### src/rtl/dma4_pkg.sv
package dma4_pkg;

    // Sequencer states
    typedef enum logic [1:0] {
        ST_IDLE = 2'd0,
        ST_HOLD = 2'd1,
        ST_XFER = 2'd2,
        ST_DONE = 2'd3
    } seq_state_e;

    // Cycle-type codes held in the two upper bits of a count word
    localparam logic [1:0] XT_VERIFY  = 2'b00;
    localparam logic [1:0] XT_TOMEM   = 2'b01;
    localparam logic [1:0] XT_FROMMEM = 2'b10;
    localparam logic [1:0] XT_BAD     = 2'b11;

endpackage

### src/rtl/dma4_regs.sv
module dma4_regs #(
    parameter  int NCH = 4,
    parameter  int AW  = 16,
    parameter  int CW  = 14,
    localparam int RAW = $clog2(2 * NCH + 1),
    localparam int CHW = (NCH > 1) ? $clog2(NCH) : 1,
    localparam int RW  = CW + 2
) (
    input  logic           clk,
    input  logic           rst_n,
    input  logic           cpu_sel,
    input  logic           cpu_rd,
    input  logic           cpu_wr,
    input  logic [RAW-1:0] cpu_addr,
    input  logic [7:0]     cpu_wdata,
    output logic [7:0]     cpu_rdata,
    input  logic           step,
    input  logic [CHW-1:0] step_ch,
    output logic [AW-1:0]  base_q [NCH],
    output logic [RW-1:0]  cnt_q  [NCH],
    output logic [NCH-1:0] en_q
);

    localparam logic [RAW-1:0] SHARED_A = RAW'(2 * NCH);

    logic           ptr_q;
    logic [NCH-1:0] tc_q;
    logic [NCH-1:0] tc_hit;
    logic [NCH-1:0] en_d;
    logic           in_ch;
    logic           ch_acc;
    logic           ch_wr;
    logic           mode_wr;
    logic           stat_rd;
    logic [CHW-1:0] acc_idx;
    logic [15:0]    word;

    assign in_ch   = cpu_addr < SHARED_A;
    assign acc_idx = cpu_addr[CHW:1];
    assign ch_acc  = cpu_sel && in_ch && (cpu_rd || cpu_wr);
    assign ch_wr   = cpu_sel && in_ch && cpu_wr;
    assign mode_wr = cpu_sel && cpu_wr && (cpu_addr == SHARED_A);
    assign stat_rd = cpu_sel && cpu_rd && (cpu_addr == SHARED_A);

    // Per-channel address and count registers
    for (genvar g = 0; g < NCH; g++) begin : g_ch
        logic [AW-1:0] base_r;
        logic [RW-1:0] cnt_r;
        logic          hit_w;
        logic          hit_s;

        assign hit_w = ch_wr && (acc_idx == CHW'(g));
        assign hit_s = step && (step_ch == CHW'(g));

        always_ff @(posedge clk or negedge rst_n) begin
            if (!rst_n) begin
                base_r <= '0;
                cnt_r  <= '0;
            end else begin
                if (hit_w && !cpu_addr[0]) begin
                    if (ptr_q) base_r[AW-1:8] <= cpu_wdata[AW-9:0];
                    else       base_r[7:0]    <= cpu_wdata;
                end
                if (hit_w && cpu_addr[0]) begin
                    if (ptr_q) cnt_r[RW-1:8] <= cpu_wdata[RW-9:0];
                    else       cnt_r[7:0]    <= cpu_wdata;
                end
                // The transfer update takes precedence over a same-cycle write
                if (hit_s) begin
                    base_r         <= base_r + 1'b1;
                    cnt_r[CW-1:0]  <= cnt_r[CW-1:0] - 1'b1;
                end
            end
        end

        assign tc_hit[g] = hit_s && (cnt_r[CW-1:0] == '0);
        assign base_q[g] = base_r;
        assign cnt_q[g]  = cnt_r;
    end

    // Shared mode, status and byte pointer
    assign en_d = mode_wr ? cpu_wdata[NCH-1:0] : en_q;

    always_ff @(posedge clk or negedge rst_n) begin
        if (!rst_n) begin
            ptr_q <= 1'b0;
            en_q  <= '0;
            tc_q  <= '0;
        end else begin
            if (ch_acc)  ptr_q <= ~ptr_q;
            if (mode_wr) ptr_q <= 1'b0;
            en_q <= en_d & ~tc_hit;
            tc_q <= (stat_rd ? '0 : tc_q) | tc_hit;
        end
    end

    // Read data
    always_comb begin
        cpu_rdata = '0;
        word      = '0;
        if (in_ch) begin
            word      = cpu_addr[0] ? 16'(cnt_q[acc_idx]) : 16'(base_q[acc_idx]);
            cpu_rdata = ptr_q ? word[15:8] : word[7:0];
        end else if (cpu_addr == SHARED_A) begin
            cpu_rdata = 8'(tc_q);
        end
    end

endmodule

### src/rtl/dma4_arb.sv
module dma4_arb #(
    parameter  int NCH = 4,
    localparam int CHW = (NCH > 1) ? $clog2(NCH) : 1
) (
    input  logic [NCH-1:0] req,
    output logic           any,
    output logic [CHW-1:0] idx
);

    // Lowest index wins: scan from the top so the last hit is the smallest
    always_comb begin
        idx = '0;
        for (int i = NCH - 1; i >= 0; i--) begin
            if (req[i]) idx = CHW'(i);
        end
    end

    assign any = |req;

endmodule

### src/rtl/dma4_seq.sv
module dma4_seq
    import dma4_pkg::*;
#(
    parameter  int NCH = 4,
    localparam int CHW = (NCH > 1) ? $clog2(NCH) : 1
) (
    input  logic           clk,
    input  logic           rst_n,
    input  logic           hlda,
    input  logic           pend,
    input  logic [CHW-1:0] win_idx,
    input  logic           last,
    input  logic [1:0]     xtype,
    output logic           hold,
    output logic           step,
    output logic           xfer_on,
    output logic [CHW-1:0] act_ch,
    output logic [NCH-1:0] dack,
    output logic           mem_rd,
    output logic           mem_wr
);

    seq_state_e state_q, state_d;

    // State register and serviced-channel latch
    always_ff @(posedge clk or negedge rst_n) begin
        if (!rst_n) begin
            state_q <= ST_IDLE;
            act_ch  <= '0;
        end else begin
            state_q <= state_d;
            if (state_q == ST_HOLD && hlda && pend) act_ch <= win_idx;
        end
    end

    // Next-state logic
    always_comb begin
        state_d = state_q;
        unique case (state_q)
            ST_IDLE: if (pend) state_d = ST_HOLD;
            ST_HOLD: if (hlda) state_d = pend ? ST_XFER : ST_DONE;
            ST_XFER: if (last) state_d = ST_DONE;
            ST_DONE: if (!hlda) state_d = ST_IDLE;
        endcase
    end

    // Outputs
    always_comb begin
        hold    = 1'b0;
        step    = 1'b0;
        xfer_on = 1'b0;
        dack    = '0;
        mem_rd  = 1'b0;
        mem_wr  = 1'b0;
        unique case (state_q)
            ST_IDLE: ;
            ST_HOLD: hold = 1'b1;
            ST_XFER: begin
                hold    = 1'b1;
                step    = 1'b1;
                xfer_on = 1'b1;
                dack    = NCH'(1) << act_ch;
                mem_wr  = (xtype == XT_TOMEM);
                mem_rd  = (xtype == XT_FROMMEM);
            end
            ST_DONE: ;
        endcase
    end

endmodule

### src/rtl/dma4_ctrl.sv
module dma4_ctrl #(
    parameter  int NCH = 4,
    parameter  int AW  = 16,
    parameter  int CW  = 14,
    localparam int RAW = $clog2(2 * NCH + 1),
    localparam int CHW = (NCH > 1) ? $clog2(NCH) : 1
) (
    input  logic           clk,
    input  logic           rst_n,
    input  logic           cpu_sel,
    input  logic           cpu_rd,
    input  logic           cpu_wr,
    input  logic [RAW-1:0] cpu_addr,
    input  logic [7:0]     cpu_wdata,
    output logic [7:0]     cpu_rdata,
    input  logic [NCH-1:0] dreq,
    output logic [NCH-1:0] dack,
    output logic           hold,
    input  logic           hlda,
    output logic [AW-1:0]  mem_addr,
    output logic           mem_rd,
    output logic           mem_wr
);

    localparam int RW = CW + 2;

    logic [AW-1:0]  base_q [NCH];
    logic [RW-1:0]  cnt_q  [NCH];
    logic [NCH-1:0] en_q;
    logic           pend;
    logic [CHW-1:0] win_idx;
    logic [CHW-1:0] act_ch;
    logic           step;
    logic           xfer_on;
    logic           last;
    logic [1:0]     xtype;

    dma4_regs #(.NCH(NCH), .AW(AW), .CW(CW)) u_regs (
        .clk       (clk),
        .rst_n     (rst_n),
        .cpu_sel   (cpu_sel),
        .cpu_rd    (cpu_rd),
        .cpu_wr    (cpu_wr),
        .cpu_addr  (cpu_addr),
        .cpu_wdata (cpu_wdata),
        .cpu_rdata (cpu_rdata),
        .step      (step),
        .step_ch   (act_ch),
        .base_q    (base_q),
        .cnt_q     (cnt_q),
        .en_q      (en_q)
    );

    dma4_arb #(.NCH(NCH)) u_arb (
        .req (dreq & en_q),
        .any (pend),
        .idx (win_idx)
    );

    assign last  = (cnt_q[act_ch][CW-1:0] == '0);
    assign xtype = cnt_q[act_ch][RW-1:CW];

    dma4_seq #(.NCH(NCH)) u_seq (
        .clk     (clk),
        .rst_n   (rst_n),
        .hlda    (hlda),
        .pend    (pend),
        .win_idx (win_idx),
        .last    (last),
        .xtype   (xtype),
        .hold    (hold),
        .step    (step),
        .xfer_on (xfer_on),
        .act_ch  (act_ch),
        .dack    (dack),
        .mem_rd  (mem_rd),
        .mem_wr  (mem_wr)
    );

    assign mem_addr = xfer_on ? base_q[act_ch] : '0;

endmodule

### config.mk
export PLATFORM = sky130hd
export DESIGN_NAME = dma4_ctrl
export DESIGN_NICKNAME = d
export VERILOG_FILES = /design/src/rtl/dma4_pkg.sv /design/src/rtl/dma4_regs.sv /design/src/rtl/dma4_arb.sv /design/src/rtl/dma4_seq.sv /design/src/rtl/dma4_ctrl.sv
export SDC_FILE = /design/constraint.sdc
export NUM_CORES = 1
export LEC_CHECK = 0
export BUFFER_PORTS_ARGS = -buffer_cell sky130_fd_sc_hd__buf_4
export CAP_MARGIN = 25
export CORE_ASPECT_RATIO = 0.8
export CORE_MARGIN = 2
export CORE_UTILIZATION = 50
export DETAILED_ROUTE_END_ITERATION = 8
export PLACE_DENSITY = 0.73
export SLEW_MARGIN = 30
export SYNTH_ARGS = -nofsm -noshare
export SYNTH_HDL_FRONTEND = slang
export SYNTH_SLANG_ARGS = --single-unit
### constraint.sdc
create_clock -name clk -period 2.5 [get_ports clk]
set_input_delay 0.25 -clock clk [delete_from_list [all_inputs] [get_ports clk]]
set_output_delay 0.25 -clock clk [all_outputs]
set_load 0.005 [all_outputs]
# After elaboration in Yosys (flattened, before gate mapping)
# Cells that the tools add are included.
# classes
n_reduce_logical	75
eq_ne	20
n_lt_le_gt_ge	3
addsub	8
shifts	1
bitwise	7
muxes	58
# op_table
op	count
16-bit two-way mux	18
16-bit binary-select mux with 2-bit select	4
14-bit two-way mux	8
14-bit zero test	5
16-bit by 1-bit adder with 16-bit output, second input constant	4
14-bit by 1-bit subtractor with 14-bit output, second input constant	4
2-bit AND reduction	20
8-bit two-way mux	4
1-bit logical AND	29
2-bit nonzero test	13
6-bit two-way mux	4
2-bit two-way mux	8
4-bit two-way mux	4
2-bit equality test, second input constant	7
2-bit inequality test, second input constant	7
4-bit AND	2
2-bit by 1-bit equality test with 1-bit output, second input constant	4
2-bit case mux with 4 select lines	1
1-bit two-way mux	7
3-bit >= comparator, second input constant	2
2-bit zero test	3
2-bit inverter with 3-bit output	2
4-bit equality test, second input constant	1
4-bit less-than comparator, second input constant	1
10 further kinds	10
# totals
elab_cells	197
in_bits	22
regBits	141
out_inout_bits	31

# Logic depth before layout (Yosys ltp)
# Gate-level depths: netlist of the first run.
# logic_depth
depth_word	7
ltp_mapped	11
mapped_depth_nobuf	9

# Hierarchy
# Synthesis of the first run repeated with hierarchy kept, for this count alone.
# unflattened
hier_cells	1083
hier_area_um2	9915.8
# modules_own_cells
mod	n_inst	seq_area_each_um2	area_per_inst_um2	cells_per_inst
dma4_regs	1	3428.3	8823.5	975
dma4_ctrl	1	0.0	715.7	66
dma4_seq	1	100.1	341.6	35
dma4_arb	1	0.0	35.0	7

# Worst setup path after synthesis of the first run
# OpenSTA, ideal clock, no wires.
# synth_path
kind	flip-flop to flip-flop
from	register u_seq.state_q[0]
to	register u_regs.g_ch[0].cnt_r[4]
period_less_slack_ns	2.180
path_slack_ns	0.320
path_stages_with_launch	9
required_ns	2.374
setup_ns	0.126
t_arrival_ns	2.054
path_buffers	2
path_cell_list	dfrtp_1 -> inv_1 -> ha_1 -> or3b_2 -> clkbuf_8 -> inv_1 -> buf_2 -> nor2_1 -> a221o_1
# synth_between
elab_chain_cells	5
elab_cells_between_ends	7
cone_classes	2 x eq/ne; 2 x mux; 3 x reduce/logical
# synth_rtl
item	line_no	rtl
start: declaration	dma4_seq.sv:23	seq_state_e state_q, state_d;
start signal: assignment	dma4_seq.sv:31	state_q <= state_d;
2-bit equality test (*)	dma4_seq.sv:55	unique case (state_q)
1-bit two-way mux (*)	dma4_seq.sv:55	
1-bit logical AND (*)	dma4_regs.sv:53	assign hit_s = step && (step_ch == CHW'(g));
2-bit inequality test (no line) or 2-bit nonzero test (tied branches)	n/a	
2-bit AND reduction (no line)	n/a	
end signal: indexed assignment	dma4_regs.sv:65	if (ptr_q) cnt_r[RW-1:8] <= cpu_wdata[RW-9:0];
end signal: assignment	dma4_regs.sv:66	else cnt_r[7:0] <= cpu_wdata;
end signal: indexed assignment	dma4_regs.sv:71	cnt_r[CW-1:0] <= cnt_r[CW-1:0] - 1'b1;
end: declaration	dma4_regs.sv:48	logic [RW-1:0] cnt_r;
# Mark *: on every way between the ends. The rest lies on a longest branch, timed or not.
# A chain may end at the register's enable or synchronous reset.

# Final worst setup path of the first run
# layout_path
from	register u_regs.g_ch[1].cnt_r[5]
to	output cpu_rdata[5]
# layout_between
elab_chain_cells	6
# layout_rtl
item	line_no	rtl
start: declaration	dma4_regs.sv:48	
start signal: indexed assignment	dma4_regs.sv:65	
start signal: assignment	dma4_regs.sv:66	
start signal: indexed assignment	dma4_regs.sv:71	
16-bit binary-select mux with 2-bit select	dma4_regs.sv:102	word = cpu_addr[0] ? 16'(cnt_q[acc_idx]) : 16'(base_q[acc_idx]);
16-bit two-way mux (not written as such) (2 in series)	dma4_regs.sv:102	
16-bit two-way mux	dma4_regs.sv:102	
8-bit two-way mux	dma4_regs.sv:103	cpu_rdata = ptr_q ? word[15:8] : word[7:0];
8-bit two-way mux	dma4_regs.sv:101	if (in_ch) begin
end: declaration	dma4_ctrl.sv:15	output logic [7:0] cpu_rdata,
# No other way between the ends. The select of a mux whose other input is x is not followed.

==> flow_metrics.env, run 1 <==
export IMPL_dr_pass1_iters=6
export IMPL_grt_pass1_vias=9066
export IMPL_fillers=1633
export IMPL_viasPerCell=6.87
export IMPL_final_nets=1226
export IMPL_regArea_mm2=0.00353
export IMPL_status="completed"
export IMPL_synth_cells=1117
export IMPL_dieHeight_um=130
export IMPL_crit_fanout=6
export IMPL_finalHoldWorstSlack_ns=0.0306
export IMPL_slowest_delay_ns=0.53
export IMPL_pwr_share_comb_pct=41.4
export IMPL_grt_pass1_wl_mm=52.5
export IMPL_switching_share_pct=42.5
export IMPL_synth_seq_cells=141
export IMPL_hold_class="in2reg"
export IMPL_synth_distinct_cells=77
export IMPL_drv_slew=0
export IMPL_clockRootBuffer="clkbuf_16"
export IMPL_cts_buffers=17
export IMPL_final_setup_viol_count=0
export IMPL_p_int_mw=7.06
export IMPL_wl_mm=34.4
export IMPL_cts_setup_buffers=0
export IMPL_coreArea_mm2=0.0191
export IMPL_cap_violations=0
export IMPL_clock_latency_ns=0.43
export IMPL_tns_ns=0
export IMPL_start_kind="flip-flop"
export IMPL_multi_input_area_mm2=0.00595
export IMPL_diodes=0
export IMPL_required_ns=2.25
export IMPL_final_area_mm2=0.0113
export IMPL_finalCriticalPeriod_ns=2.47
export IMPL_post_drt_wl_per_cell_um=23.6
export IMPL_row_count=45
export IMPL_tritoncts="done"
export IMPL_layout_worst_path_cycle_share_pct=98.6
export IMPL_yosys_warnings=0
export IMPL_grt_max_degree=51
export IMPL_crit_path_end_kind="primary output"
export IMPL_crit_slowest_cell="mux4_1"
export IMPL_p_seq_share_pct=39.7
export IMPL_cp_arrival_ns=2.22
export IMPL_drtIter0Drc=1773
export IMPL_synth_edff_count=0
export IMPL_final_core_util_pct=59.3
export IMPL_crit_family="multiplexers"
export IMPL_vdd_drop_max_mv=0.642
export IMPL_layout_drive_gt1_share_pct=20.3
export IMPL_path_cells="mux4_1 -> mux4_2 -> nor2b_1 -> buf_4"
export IMPL_start_util_pct=51.5
export IMPL_io_pins=53
export IMPL_overflow=0
export IMPL_hold_viol=0
export IMPL_vias=10000
export IMPL_power_switching_mw=5.23
export IMPL_antenna_found_initial=0
export IMPL_syn_area_per_cell_um2=8.82
export IMPL_critical_path_class="reg2out"
export IMPL_leakagePower_nw=4.61
export IMPL_power_share_clock_pct=18.9
export IMPL_clk_pin_slew_ns=0.06
export IMPL_synthesis_nets=1155
export IMPL_area_growth_pct=15.1
export IMPL_die_x_um=161
export IMPL_dp_hpwl_mm=24.6
export IMPL_synth_top_flop_cell="dfrtp_1"
export IMPL_relSlewSlack_pct=56.6
export IMPL_place_congestion=0.994
export IMPL_synth_area_mm2=0.00986
export IMPL_tightest_slew_ns=0.645
export IMPL_fin_skew_ns=0.00676
export IMPL_async_flop_share_pct=100
export IMPL_cts_sinks=141
export IMPL_fmax_mhz=406
export IMPL_seq_area_frac_synth_pct=35.8
export IMPL_path_buf_inv=1
export IMPL_track_usage_pct=33.6
export IMPL_cts_max_level=4
export IMPL_power_density_mw_per_mm2=1080
export IMPL_drc_errors=0
export IMPL_ant_nets=0
export IMPL_dpl_cell_area_mm2=0.0108
export IMPL_portBuffers=52
export IMPL_die_area_mm2=0.0209
export IMPL_clockBufferDepth=2
[flip-flops by register name (all words and copies together) (netlist names)]
register            flops
u_regs.g_ch.cnt_r      64
u_seq.act_ch            2
u_regs.en_q             4
u_regs.tc_q             4
u_regs.ptr_q            1
u_seq.state_q           2
u_regs.g_ch.base_r     64
[worst reg2reg max path: cells and delay by family (launching register included)]
family                     cells  cell delay [ns]
AOI/OAI and AO/OA              2             0.37
adders and majority gates      1             0.19
buffers and inverters          2             0.33
DFF                            1             0.40
and+or+nand+nor                3             0.95
[final cells by class]
class / count / area share, %
multi-input combinational: 889 / 52.5
sequential: 141 / 31.2
timing repair buffer: 115 / 8.10
clock buffer: 23 / 4.21
tap: 258 / 2.85
inverter: 24 / 0.871
clock inverter: 6 / 0.353
[cell families after synthesis]
kind of cell / count (synthesis) / share of synthesized area, %
compound gates: 310 / 20.2
fa+ha+maj: 16 / 2.03
simple gates: 487 / 23.3
flops: 141 / 35.8
buf+inv: 87 / 3.83
mux: 76 / 14.8
[synthesized netlist by cell type (7+ instances only)]
library cell | count | share of area (%)
a211oi_1 | 13 | 0.99
a21o_1 | 7 | 0.53
a21oi_1 | 91 | 4.6
a221o_1 | 9 | 0.91
a31oi_1 | 23 | 1.5
and2_1 | 21 | 1.3
and3_1 | 8 | 0.51
buf_2 | 15 | 0.76
clkbuf_1 | 41 | 1.6
dfrtp_1 | 141 | 36
ha_1 | 16 | 2.0
inv_1 | 23 | 0.88
mux2_2 | 9 | 1.0
mux2i_1 | 13 | 1.3
mux4_2 | 52 | 12
nand2_1 | 125 | 4.8
nand3_1 | 65 | 3.3
nand4_1 | 13 | 0.83
nor2_1 | 162 | 6.2
nor2b_1 | 7 | 0.44
nor3_1 | 30 | 1.5
nor4_1 | 10 | 0.63
o21ai_0 | 72 | 3.7
o221a_2 | 14 | 1.6
o22ai_1 | 22 | 1.4
[per-stage QoR]
stage	setup WS (ns)	total power [mW]	std cells
2_1_floorplan	0.320	7.62	1117
3_3_place_gp	0.156	9.60	1426
3_5_place_dp	0.113	9.71	1426
4_1_cts	0.0266	12.1	1456
5_1_grt	-0.00634	12.9	1456
6_report	0.0342	12.3	1456
[placed cells by master, fill, tap and decap left out, types with 16 or more instances in the layout]
cell type    n
buf_4      108
dfrtp_1    136
nor2_1     162
nor3_1      30
a31oi_1     23
nand2_1    125
o22ai_1     22
clkbuf_16   17
o21ai_0     72
a21oi_1     91
and2_1      21
nand3_1     65
ha_1        16
mux4_2      52
inv_1       21
[routing by layer]
layer  GRT usage (%)  wire [µm]  vias up
met4            13.8       1100        0
met2            45.4      14000      709
met1            49.9      14100     4825
li1                -          -     4359
met3            10.5       5120      115
met5               0          0        -
[path summary, 6_finish.rpt]
kind	slack (ns)	cells after the start	end	from
worst min register to register	0.48	1	u_regs.tc_q[1]	u_regs.tc_q[1]
max in group asynchronous	1.44	3	u_regs.g_ch[1].cnt_r[14]	rst_n
worst max register to register	0.18	8	u_seq.state_q[0]	u_seq.state_q[0]
worst max-delay path	0.03	4	cpu_rdata[5]	u_regs.g_ch[1].cnt_r[5]
min in group asynchronous	0.34	2	u_regs.g_ch[0].cnt_r[11]	rst_n
worst min-delay path	0.03	2	u_regs.ptr_q	cpu_sel
[power groups by stage]
stage	Combinational, mW	Sequential [mW]	Clock (mW)
2_1_floorplan	3.56	4.06	0
3_3_place_gp	4.87	4.73	0
3_5_place_dp	4.97	4.74	0
4_1_cts	5.00	4.72	2.33
5_1_grt	5.56	4.94	2.42
6_report	5.09	4.88	2.32
[repair_timing]
| item | in CTS | in global routing |
|---|---|---|
| hold buffers | 1 | 0 |
| setup endpoints to repair | 1 | 8 |
| resized for setup | 2 | 10 |
| gates cloned | 0 | 0 |
| endpoints found under the hold margin | 47 | 0 |
Power figures use the tool's default switching activity.
==> run 2: changes to the inputs <==
Settings changed: REMOVE_ABC_BUFFERS from default to 1.
==> flow_metrics.env, run 2 (synthesis gave the netlist of run 1 again) <==
export IMPL_clk_pin_slew_ns=0.07
export IMPL_status="completed"
export IMPL_met2_length_mm=14.1
export IMPL_hold_viol=0
export IMPL_required_ns=2.25
export IMPL_dp_hpwl_mm=24.7
export IMPL_dr_pass1_iters=6
export IMPL_final_nets=1222
export IMPL_die_area_mm2=0.0209
export IMPL_post_drt_wl_per_cell_um=23.7
export IMPL_cts_setup_buffers=0
export IMPL_reg_top3="u_regs.g_ch.base_r (64), u_regs.g_ch.cnt_r (64)"
export IMPL_area_growth_pct=15.5
export IMPL_layout_worst_path_cycle_share_pct=97.9
export IMPL_cp_arrival_ns=2.20
export IMPL_row_count=45
export IMPL_die_x_um=161
export IMPL_layout_common_cells="nor2_1 (162), dfrtp_1 (130), nand2_1 (125), buf_4 (103), a21oi_1 (91)"
export IMPL_tightest_slew_ns=0.688
export IMPL_clockBufferDepth=2
export IMPL_clockRootBuffer="clkbuf_16"
export IMPL_final_setup_viol_count=0
export IMPL_dpl_cell_area_mm2=0.0108
export IMPL_layout_cells_most_common="nor2_1"
export IMPL_io_pins=53
export IMPL_ant_nets=0
export IMPL_crit_path_end_kind="primary output"
export IMPL_final_area_mm2=0.0114
export IMPL_crit_fanout=9
export IMPL_track_usage_pct=34.1
export IMPL_viasPerCell=6.85
export IMPL_portBuffers=52
export IMPL_grt_pass1_vias=9110
export IMPL_hold_class="in2reg"
export IMPL_start_kind="flip-flop"
export IMPL_start_util_pct=51.5
export IMPL_dieHeight_um=130
export IMPL_vdd_drop_max_mv=0.522
export IMPL_cap_violations=0
export IMPL_diodes=0
export IMPL_finalCriticalPeriod_ns=2.45
export IMPL_met3_length_mm=5.15
export IMPL_grt_max_degree=70
export IMPL_rsz0062_at_grt="false"
export IMPL_drtIter0Drc=1668
export IMPL_relSlewSlack_pct=53.7
export IMPL_wl_mm=34.5
export IMPL_vias=9964
export IMPL_antenna_found_initial=2
export IMPL_leakagePower_nw=4.63
export IMPL_power_total_mw=12.5
export IMPL_tritoncts="done"
export IMPL_cts_buffers=17
export IMPL_critical_path_class="reg2out"
export IMPL_place_congestion=1.01
export IMPL_layout_drive_gt1_share_pct=20.8
export IMPL_clock_latency_ns=0.44
export IMPL_power_density_mw_per_mm2=1100
export IMPL_fin_skew_ns=0.00814
export IMPL_met1_length_mm=14.1
export IMPL_drv_slew=0
export IMPL_fmax_mhz=408
export IMPL_overflow=0
export IMPL_coreArea_mm2=0.0191
export IMPL_grt_pass1_wl_mm=53.6
export IMPL_cts_sinks=141
export IMPL_drc_errors=0
export IMPL_top_layer="met5"
export IMPL_cts_max_level=4
==> run 2: layer usage <==
layer / track usage (%) / up-vias
li1: - / 4359
met1: 50.5 / 4772
met2: 48.1 / 727
met3: 9.76 / 104
met4: 11.4 / 2
met5: 0 / -
==> run 2: what timing repair did <==
item,in CTS,in global routing
hold buffers,1,0
gates resized for setup,1,16
hold endpoints to repair,66,0
setup endpoints to repair,1,9
==> run 2: area by class of cell <==
class / instances / area [µm²]
clock inverters: 12 / 114
inverters: 24 / 90.1
fillers: 1633 / 7760
clock buffers: 20 / 467
well taps: 258 / 323
flip-flops and latches: 141 / 3540
multi-input cells: 889 / 5950
repair buffers: 111 / 892
==> run 2: final timing paths <==
check                                    startpoint                   endpoint  slack [ns]  cells after the start
setup reg to reg                   u_seq.state_q[0]    u_regs.g_ch[3].cnt_r[3]        0.22                      8
min in group asynchronous                     rst_n  u_regs.g_ch[1].base_r[14]        0.39                      2
setup / recovery           u_regs.g_ch[0].base_r[3]               cpu_rdata[3]        0.05                      6
max in group asynchronous                     rst_n    u_regs.g_ch[2].cnt_r[2]        1.34                      3
hold / removal                              cpu_sel               u_regs.ptr_q        0.06                      2
hold reg to reg                      u_regs.tc_q[2]             u_regs.tc_q[2]        0.52                      2
==> run 2: worst max-delay path: stages (launching register included) <==
cell     delay (ns)
dfrtp_1        0.52
mux4_2         0.50
mux2i_1        0.19
nor2_1         0.06
a31oi_1        0.15
o22ai_1        0.16
buf_4          0.17
==> run 2: report_power, final <==
part           leakage, nW  total [mW]  switching, mW  internal (mW)
Combinational         2.71        5.07           2.52           2.55
Clock                0.275        2.52           1.07           1.45
Sequential            1.65        4.93           1.73           3.21
Total                 4.63        12.5           5.32           7.20
==> run 2: metrics by stage <==
stage                     hold slack (ns)  setup slack [ns]  std cells  setup TNS [ns]  utilization (%)
final                              0.0617            0.0516       1455               0             59.4
after global routing               0.0753         0.0000222       1455               0             59.4
after CTS                          0.0523            0.0107       1455               0             59.3
after detailed placement            0.310             0.112       1422               0             56.2
after global placement              0.305             0.140       1422               0             56.2
after floorplan                   -0.0456            -0.897       1054          -40.28                -
